==> src/rtl/acc_alu_pkg.sv <==
package acc_alu_pkg;

  typedef enum logic [2:0] {
    OP_ADD  = 3'd0,
    OP_SUB  = 3'd1,
    OP_ADC  = 3'd2,
    OP_SBB  = 3'd3,
    OP_AND  = 3'd4,
    OP_OR   = 3'd5,
    OP_NOT  = 3'd6,
    OP_NONE = 3'd7
  } alu_op_e;

  typedef struct packed {
    logic z;
    logic n;
    logic c;
  } alu_flags_t;

  function automatic logic op_is_arith(alu_op_e op);
    return (op == OP_ADD) || (op == OP_SUB) || (op == OP_ADC) || (op == OP_SBB);
  endfunction

  function automatic logic op_is_sub(alu_op_e op);
    return (op == OP_SUB) || (op == OP_SBB);
  endfunction

  function automatic logic op_uses_carry(alu_op_e op);
    return (op == OP_ADC) || (op == OP_SBB);
  endfunction

endpackage

==> src/rtl/alu_arith.sv <==
// Single shared adder for all four arithmetic codes.
// Subtraction is done as a + ~b + 1, and borrow is the inverted carry-out.
module alu_arith
  import acc_alu_pkg::*;
#(
  parameter int W = 8
) (
  input  alu_op_e      op,
  input  logic [W-1:0] a,
  input  logic [W-1:0] b,
  input  logic         c_stored,
  output logic [W-1:0] res,
  output logic         c_out
);
  localparam int SW = W + 1;

  logic          sub_m;
  logic          chain_c;
  logic          ci;
  logic [W-1:0]  b_eff;
  logic [SW-1:0] sum;

  always_comb begin
    sub_m   = op_is_sub(op);
    chain_c = op_uses_carry(op) & c_stored;
    b_eff   = sub_m ? ~b : b;
    // For subtraction, a stored borrow removes the +1 of two's complement.
    ci      = sub_m ? ~chain_c : chain_c;
    sum     = {1'b0, a} + {1'b0, b_eff} + {{W{1'b0}}, ci};
    res     = sum[W-1:0];
    c_out   = sub_m ? ~sum[W] : sum[W];
  end

endmodule

==> src/rtl/alu_logic.sv <==
// Bitwise slice for AND / OR / NOT, built one bit at a time.
module alu_logic
  import acc_alu_pkg::*;
#(
  parameter int W = 8
) (
  input  alu_op_e      op,
  input  logic [W-1:0] a,
  input  logic [W-1:0] b,
  output logic [W-1:0] res
);
  for (genvar i = 0; i < W; i++) begin : g_bit
    always_comb begin
      unique case (op)
        OP_AND:  res[i] = a[i] & b[i];
        OP_OR:   res[i] = a[i] | b[i];
        OP_NOT:  res[i] = ~a[i];
        default: res[i] = 1'b0;
      endcase
    end
  end

endmodule

==> src/rtl/alu_flag_gen.sv <==
// Derives the next flag set from a result.
// Carry survives only for arithmetic codes; logic codes clear it.
module alu_flag_gen
  import acc_alu_pkg::*;
#(
  parameter int W = 8
) (
  input  logic [W-1:0] res,
  input  logic         c_arith,
  input  logic         arith_sel,
  output alu_flags_t   flags
);
  always_comb begin
    flags.z = ~|res;
    flags.n = res[W-1];
    flags.c = arith_sel & c_arith;
  end

endmodule

==> src/rtl/acc_alu_unit.sv <==
module acc_alu_unit
  import acc_alu_pkg::*;
#(
  parameter int W = 8
) (
  input  logic         clk,
  input  logic         rst_n,
  input  logic         step_en,
  input  logic [2:0]   op_sel,
  input  logic [W-1:0] acc_in,
  input  logic [W-1:0] opb_in,
  output logic [W-1:0] acc_out,
  output logic         flag_z,
  output logic         flag_n,
  output logic         flag_c
);
  alu_op_e      op;
  logic [W-1:0] ar_res;
  logic         ar_c;
  logic [W-1:0] lg_res;
  logic         ar_sel;
  logic [W-1:0] nxt_res;
  alu_flags_t   nxt_flags;
  alu_flags_t   flags_q;
  logic [W-1:0] acc_q;
  logic         commit;

  assign op = alu_op_e'(op_sel);

  alu_arith #(.W(W)) u_arith (
    .op       (op),
    .a        (acc_in),
    .b        (opb_in),
    .c_stored (flags_q.c),
    .res      (ar_res),
    .c_out    (ar_c)
  );

  alu_logic #(.W(W)) u_logic (
    .op  (op),
    .a   (acc_in),
    .b   (opb_in),
    .res (lg_res)
  );

  always_comb begin
    ar_sel  = op_is_arith(op);
    nxt_res = ar_sel ? ar_res : lg_res;
    commit  = step_en && (op != OP_NONE);
  end

  alu_flag_gen #(.W(W)) u_flags (
    .res       (nxt_res),
    .c_arith   (ar_c),
    .arith_sel (ar_sel),
    .flags     (nxt_flags)
  );

  always_ff @(posedge clk or negedge rst_n) begin
    if (!rst_n) begin
      acc_q   <= '0;
      flags_q <= '0;
    end else if (commit) begin
      acc_q   <= nxt_res;
      flags_q <= nxt_flags;
    end
  end

  assign acc_out = acc_q;
  assign flag_z  = flags_q.z;
  assign flag_n  = flags_q.n;
  assign flag_c  = flags_q.c;

endmodule

==> config.mk <==
export PLATFORM = sky130hd
export DESIGN_NAME = acc_alu_unit
export DESIGN_NICKNAME = d
export VERILOG_FILES = /design/src/rtl/acc_alu_pkg.sv /design/src/rtl/alu_arith.sv /design/src/rtl/alu_logic.sv /design/src/rtl/alu_flag_gen.sv /design/src/rtl/acc_alu_unit.sv
export SDC_FILE = /design/constraint.sdc
export NUM_CORES = 1
export LEC_CHECK = 0
export BUFFER_PORTS_ARGS = -buffer_cell sky130_fd_sc_hd__buf_2
export CORE_ASPECT_RATIO = 0.7
export CORE_UTILIZATION = 50
export CTS_CLUSTER_DIAMETER = 150
export DETAILED_ROUTE_END_ITERATION = 12
export HOLD_SLACK_MARGIN = 0.1
export PLACE_DENSITY = 0.84
export SYNTH_ARGS = -nofsm -noshare
export SYNTH_HDL_FRONTEND = slang
export SYNTH_SLANG_ARGS = --single-unit
==> constraint.sdc <==
create_clock -name clk -period 6 [get_ports clk]
set_clock_uncertainty 0.15 [all_clocks]
set_input_delay 0.9 -clock clk [delete_from_list [all_inputs] [get_ports clk]]
set_output_delay 0.9 -clock clk [all_outputs]
set_load 0.01 [all_outputs]
Word level (Yosys, flattened, before mapping):

Index checks and enable logic that the tools add are counted.

* memories kept: 0
* bits in read-only memories: 0
* latch bits: 0
* output and inout port bits: 11
* logic and storage cells: 63
* input bits: 22
* bits in registers: 11
* bits in writable memories: 0

* eq/ne operators: 7
* reduce and logical (&&, ||, !) cells: 9
* bitwise logic cells: 29
* order comparisons: 0
* add/sub/neg operators: 2
* shifts and indexed selects: 0
* divide/modulo/power cells: 0
* mux-type cells: 12
* $mul: 0

Operators by type and width (number)
* case mux 1 bit (3 select lines): 8
* 2-to-1 mux 8 bit: 2
* bitwise AND 1 bit: 10
* inverter 1 bit: 10
* adder 8 x 8 -> 9 bit: 1
* adder 9 x 1 -> 9 bit: 1
* equality test 3 bit (second input constant): 3
* inverter 8 bit: 1
* OR 1 bit: 8
* OR reduction 8 bit: 1
* equality test 3 x 2 -> 1 bit (second input constant): 2
* logical OR 1 bit: 5
* equality test 3 x 1 -> 1 bit (second input constant): 1
* logical NOT 3 bit: 1
* inequality test 3 bit (second input constant): 1
* 2-to-1 mux 1 bit: 2
* logical AND 1 bit: 1
* logical NOT 1 bit: 1

Longest topological paths before layout:

* depth in word-level cells: 9
* depth in mapped cells: 14
* depth with buffers taken out: 12

Modules after synthesis:

Synthesis repeated with hierarchy kept, for this count alone.

* cell total of the unflattened synthesis: 135
* area total of the unflattened synthesis: 1367.6 µm²

By module, submodules not included
* acc_alu_unit: cells each 35, area an instance 620.6 µm², times used 1, seq. area each 275.3 µm²
* alu_arith: cells each 59, area an instance 483.0 µm², times used 1, seq. area each 0.0 µm²
* alu_logic: cells each 36, area an instance 231.5 µm², times used 1, seq. area each 0.0 µm²
* alu_flag_gen: cells each 5, area an instance 32.5 µm², times used 1, seq. area each 0.0 µm²

Worst setup path before layout:

Ideal clock, no wire load.

* path kind: input to register
* start: input op_sel[2]
* end: register flags_q (netlist bit flag_z)
* buffers on the path: 3
* setup time: 0.122 ns
* arrival: 3.542 ns
* stages on the path: 14
* path slack: 2.186 ns
* required time: 5.728 ns
* cell sequence: buf_2 -> buf_4 -> nand2b_1 -> clkbuf_1 -> xor2_1 -> fa_1 -> inv_1 -> fa_1 -> nand3_1 -> a21boi_0 -> o21a_1 -> o21a_1 -> o31a_1 -> a32o_1

* cells in the longest elaborated chain, start to end: 9
* elaborated cells between the ends (all ways): 31
* those cells by class: add/sub: 2; eq/ne: 7; mux: 11; bitwise: 2; reduce/logical: 9

Ends and longest elaborated chain
* from (decl): line acc_alu_unit.sv:9 `input logic [2:0] op_sel,`
* branches (longest 9 deep; another with adder 8 x 8 -> 9 bit)
* to (signal assigned): line acc_alu_unit.sv:65 `flags_q <= nxt_flags;`
* to (decl): line acc_alu_unit.sv:24 `alu_flags_t flags_q;`

Several ways; the timed one is not identified.
A chain may end at the register's enable or synchronous reset.

Worst setup path after layout:

Same ends and word-level chain as after synthesis.

==> impl_results.md <==
* Worst path required time at slightly above 6 ns
* Clock H-tree levels at 1
* Max_cap viols at 0
* Core area at slightly below 2000 µm²
* TNS Setup at 0 ns
* Setup bufs post-CTS at 0
* Share of cells above drive strength 1 at 25.62%
* Synthesized instance count at 132
* First-pass GRT wire length at 4140 µm
* CP Cell Sequence: buf_2 -> nand2b_1 -> xor2_1 -> fa_1 -> inv_1 -> fa_1 -> nand3_1 -> nand2_1 -> xor2_1 -> o22ai_1 -> nor4bb_1 -> a32o_1
* Final Setup Violations at 0
* Setup CP Type: primary input to flop
* Vias in the first global route at roughly 1.0k
* Cell taking the most area after synthesis: dfrtp_1
* Clock tree sinks at 10
* Final WL at between 2000 and 3000 µm
* Post-synthesis sequential area ratio at 23.01%
* Initial antenna violation count at 0
* Headroom to the max-slew limit at between 60 and 70%
* Routed Antenna Nets at 0
* Final Critical Period at 3.642 ns
* EDFF count, synth at 0
* IO Pins at 33
* Mapped Nets at 163
* Switching share of power at 36.54%
* Netlist cell types at 38
* Startpoint types: primary input
* Drt wl/cell at ~14 µm
* DIE HEIGHT at 41.02 µm
* CTS Root Cell: clkbuf_4
* Largest net degree at the start of global routing at 20
* Via count at 1,093
* Starting density of the core at 55.71%
* CTS tree: built
* DRC errors left at 4
* Place WS at approximately 2.1 ns
* Fin Hold WS at 0.3253 ns
* Comb power frac at 45.9%
* PostCTS Resize Cnt at 0
* Worst slew pin tran at 0.4642 ns
* Input/output buffers at 32
* Clock share of power at between 20% and 30%
* GPL Wtd Cong at approximately 0.88
* ANT cells at 0
* Vias per inst at 6.005
* Overall power at between 0.2 and 0.3 mW
* Unrepaired setup endpoints after global routing: no
* Internal at ~0.17 mW
* Syn. warnings at 0
* Die area at 2368 µm²
* Site row count at 13
* CP max-delay cell: nand2b_1
* Finished Layout Cells at about 180
* Most common cell after layout, fill and taps aside: buf_2
* Final Hold Viols at 0
* CTS Hold Bufs at 0
* Most frequent cells in the layout: buf_2, o21ai_0, nand2_1
* HPWL Detailed at roughly 2000 µm
* TritonRoute pass-1 iters at 8
* Clk_lat worst skew at around 0.27 ns
* Fin crit share at between 60% and 70%
* Critical path fanouts, max at 19
* Clk slew on worst S/H paths at approximately 0.07 ns
* Die Span X at 57.74 µm
* Total track usage at a little under a quarter
* Yosys reg bits at 10
* FMAX at approximately 270 MHz
* Final Max Slew Viols at 0
* Syn-to-layout area delta at 16.92%
* Cell Pwr Density at 213.6 nW/µm²
* Initial DRC Count at 61
* Fill cell count at between 150 and 200
* Slowest stage delay, CP at roughly 0.45 ns
* VDD IR max at ~0.00010 V
* Footprint of the multi-input gates at 782.0 µm²
* Synth Flop Type: dfrtp_1
* Placed cells at approximately 180
* Critical path capture point type: flop
* Final WS setup at 2.358 ns
* CTS buffer count at 3
* Leading post-synthesis cells by cell area: dfrtp_1, ha_1, o21ai_0, xnor2_1, nand2_1
* Syn Area/Cell at 8.237 µm²
* Total global routing overflow at 0
* Part of the power in registers at 31.7%
* Status: complete, but fails checks
* Final nets at 192
* Post-synth ARST share at 100.0%
* Reg area at 250.2 µm²
* Max clock buf depth at 2
* Pleak at slightly below 0.6 nW
* P_sw at 0.09924 mW
* Violated checks: DRC
* Synth top area share at between 20% and 30%
* HP Class: primary input to asynchronous set/reset pin
* Crit path DAT at 3.70 ns
* Area of the mapped netlist at 1087 µm²
[state kept, by name, indices dropped and copies added (netlist names)]
register,count
acc_out,7
flag_c,1
flag_n,1
flag_z,1
[critical path: cells and delay by family]
family                     cells  cell delay (ns)
xor gates and xnor gates       2             0.37
adders and majority gates      2             0.62
AOI/OAI and AO/OA              2             0.40
buffers and inverters          2             0.34
and+or+nand+nor                4             1.06
[area by class of cell]
class,instances,area share [%]
inverters,4,1.181
clock buffers,4,2.854
flip-flops and latches,10,19.69
repair buffers,32,12.60
well taps,22,2.165
multi-input cells,110,61.52
[power groups by stage]
stage	registers (mW)	clock network, mW	logic (mW)
after floorplan	0.0936	0	0.0796
after global placement	0.0868	0	0.120
after detailed placement	0.0871	0	0.124
after CTS	0.0860	0.0617	0.124
after global routing	0.0878	0.0646	0.139
final	0.0860	0.0608	0.125
[synthesized netlist by cell type (all sizes together) (2+ instances only)]
cell type,number
a21boi,3
fa,2
o22ai,3
clkbuf,4
and3,2
dfrtp,10
nand3,3
o211ai,4
nand2b,5
o31ai,2
buf,4
o21a,3
a21oi,8
xor2,4
xnor2,8
a21o,2
inv,4
o2bb2ai,2
nand2,14
o21ai,16
nor3,3
mux2,2
ha,7
maj3,3
nor2,4
[stage by stage]
step	util, %	cell area, µm²
floorplan	-	1087
global placement	63.27	1235
detailed placement	63.27	1235
CTS	65.13	1271
global route	65.13	1271
finish	65.13	1271
[per-layer routing]
metal	share of wire [%]	global-route usage [%]
met4	0	4.167
met3	5.3	4.732
met5	0	0
met2	47	45.64
met1	48	28.84
[kinds of logic (layout without fill, tap and decap cells)]
| logic type | count (synthesis) | in the layout | share of synthesized area [%] |
|---|---|---|---|
| flops | 10 | 10 | 23.01 |
| simple gates | 35 | 35 | 16.11 |
| fa+ha+maj | 12 | 12 | 14.50 |
| buf+inv | 12 | 40 | 5.062 |
| compound gates | 48 | 48 | 28.65 |
| mux | 3 | 3 | 2.992 |
| xor+xnor | 12 | 12 | 9.666 |
[path summary, 6_finish.rpt]
| kind | to | from | slack (ns) | cells after the start |
|---|---|---|---|---|
| max | flag_z | op_sel[2] | 2.36 | 12 |
| min | acc_out[1] | rst_n | 0.33 | 1 |
| max reg2reg | flag_z | flag_c | 3.31 | 12 |
| min reg2reg | acc_out[2] | acc_out[2] | 0.33 | 2 |
| max in group asynchronous | flag_z | rst_n | 5.18 | 1 |
| min in group clk | acc_out[2] | acc_out[2] | 0.33 | 2 |
Power figures use the tool's default switching activity.
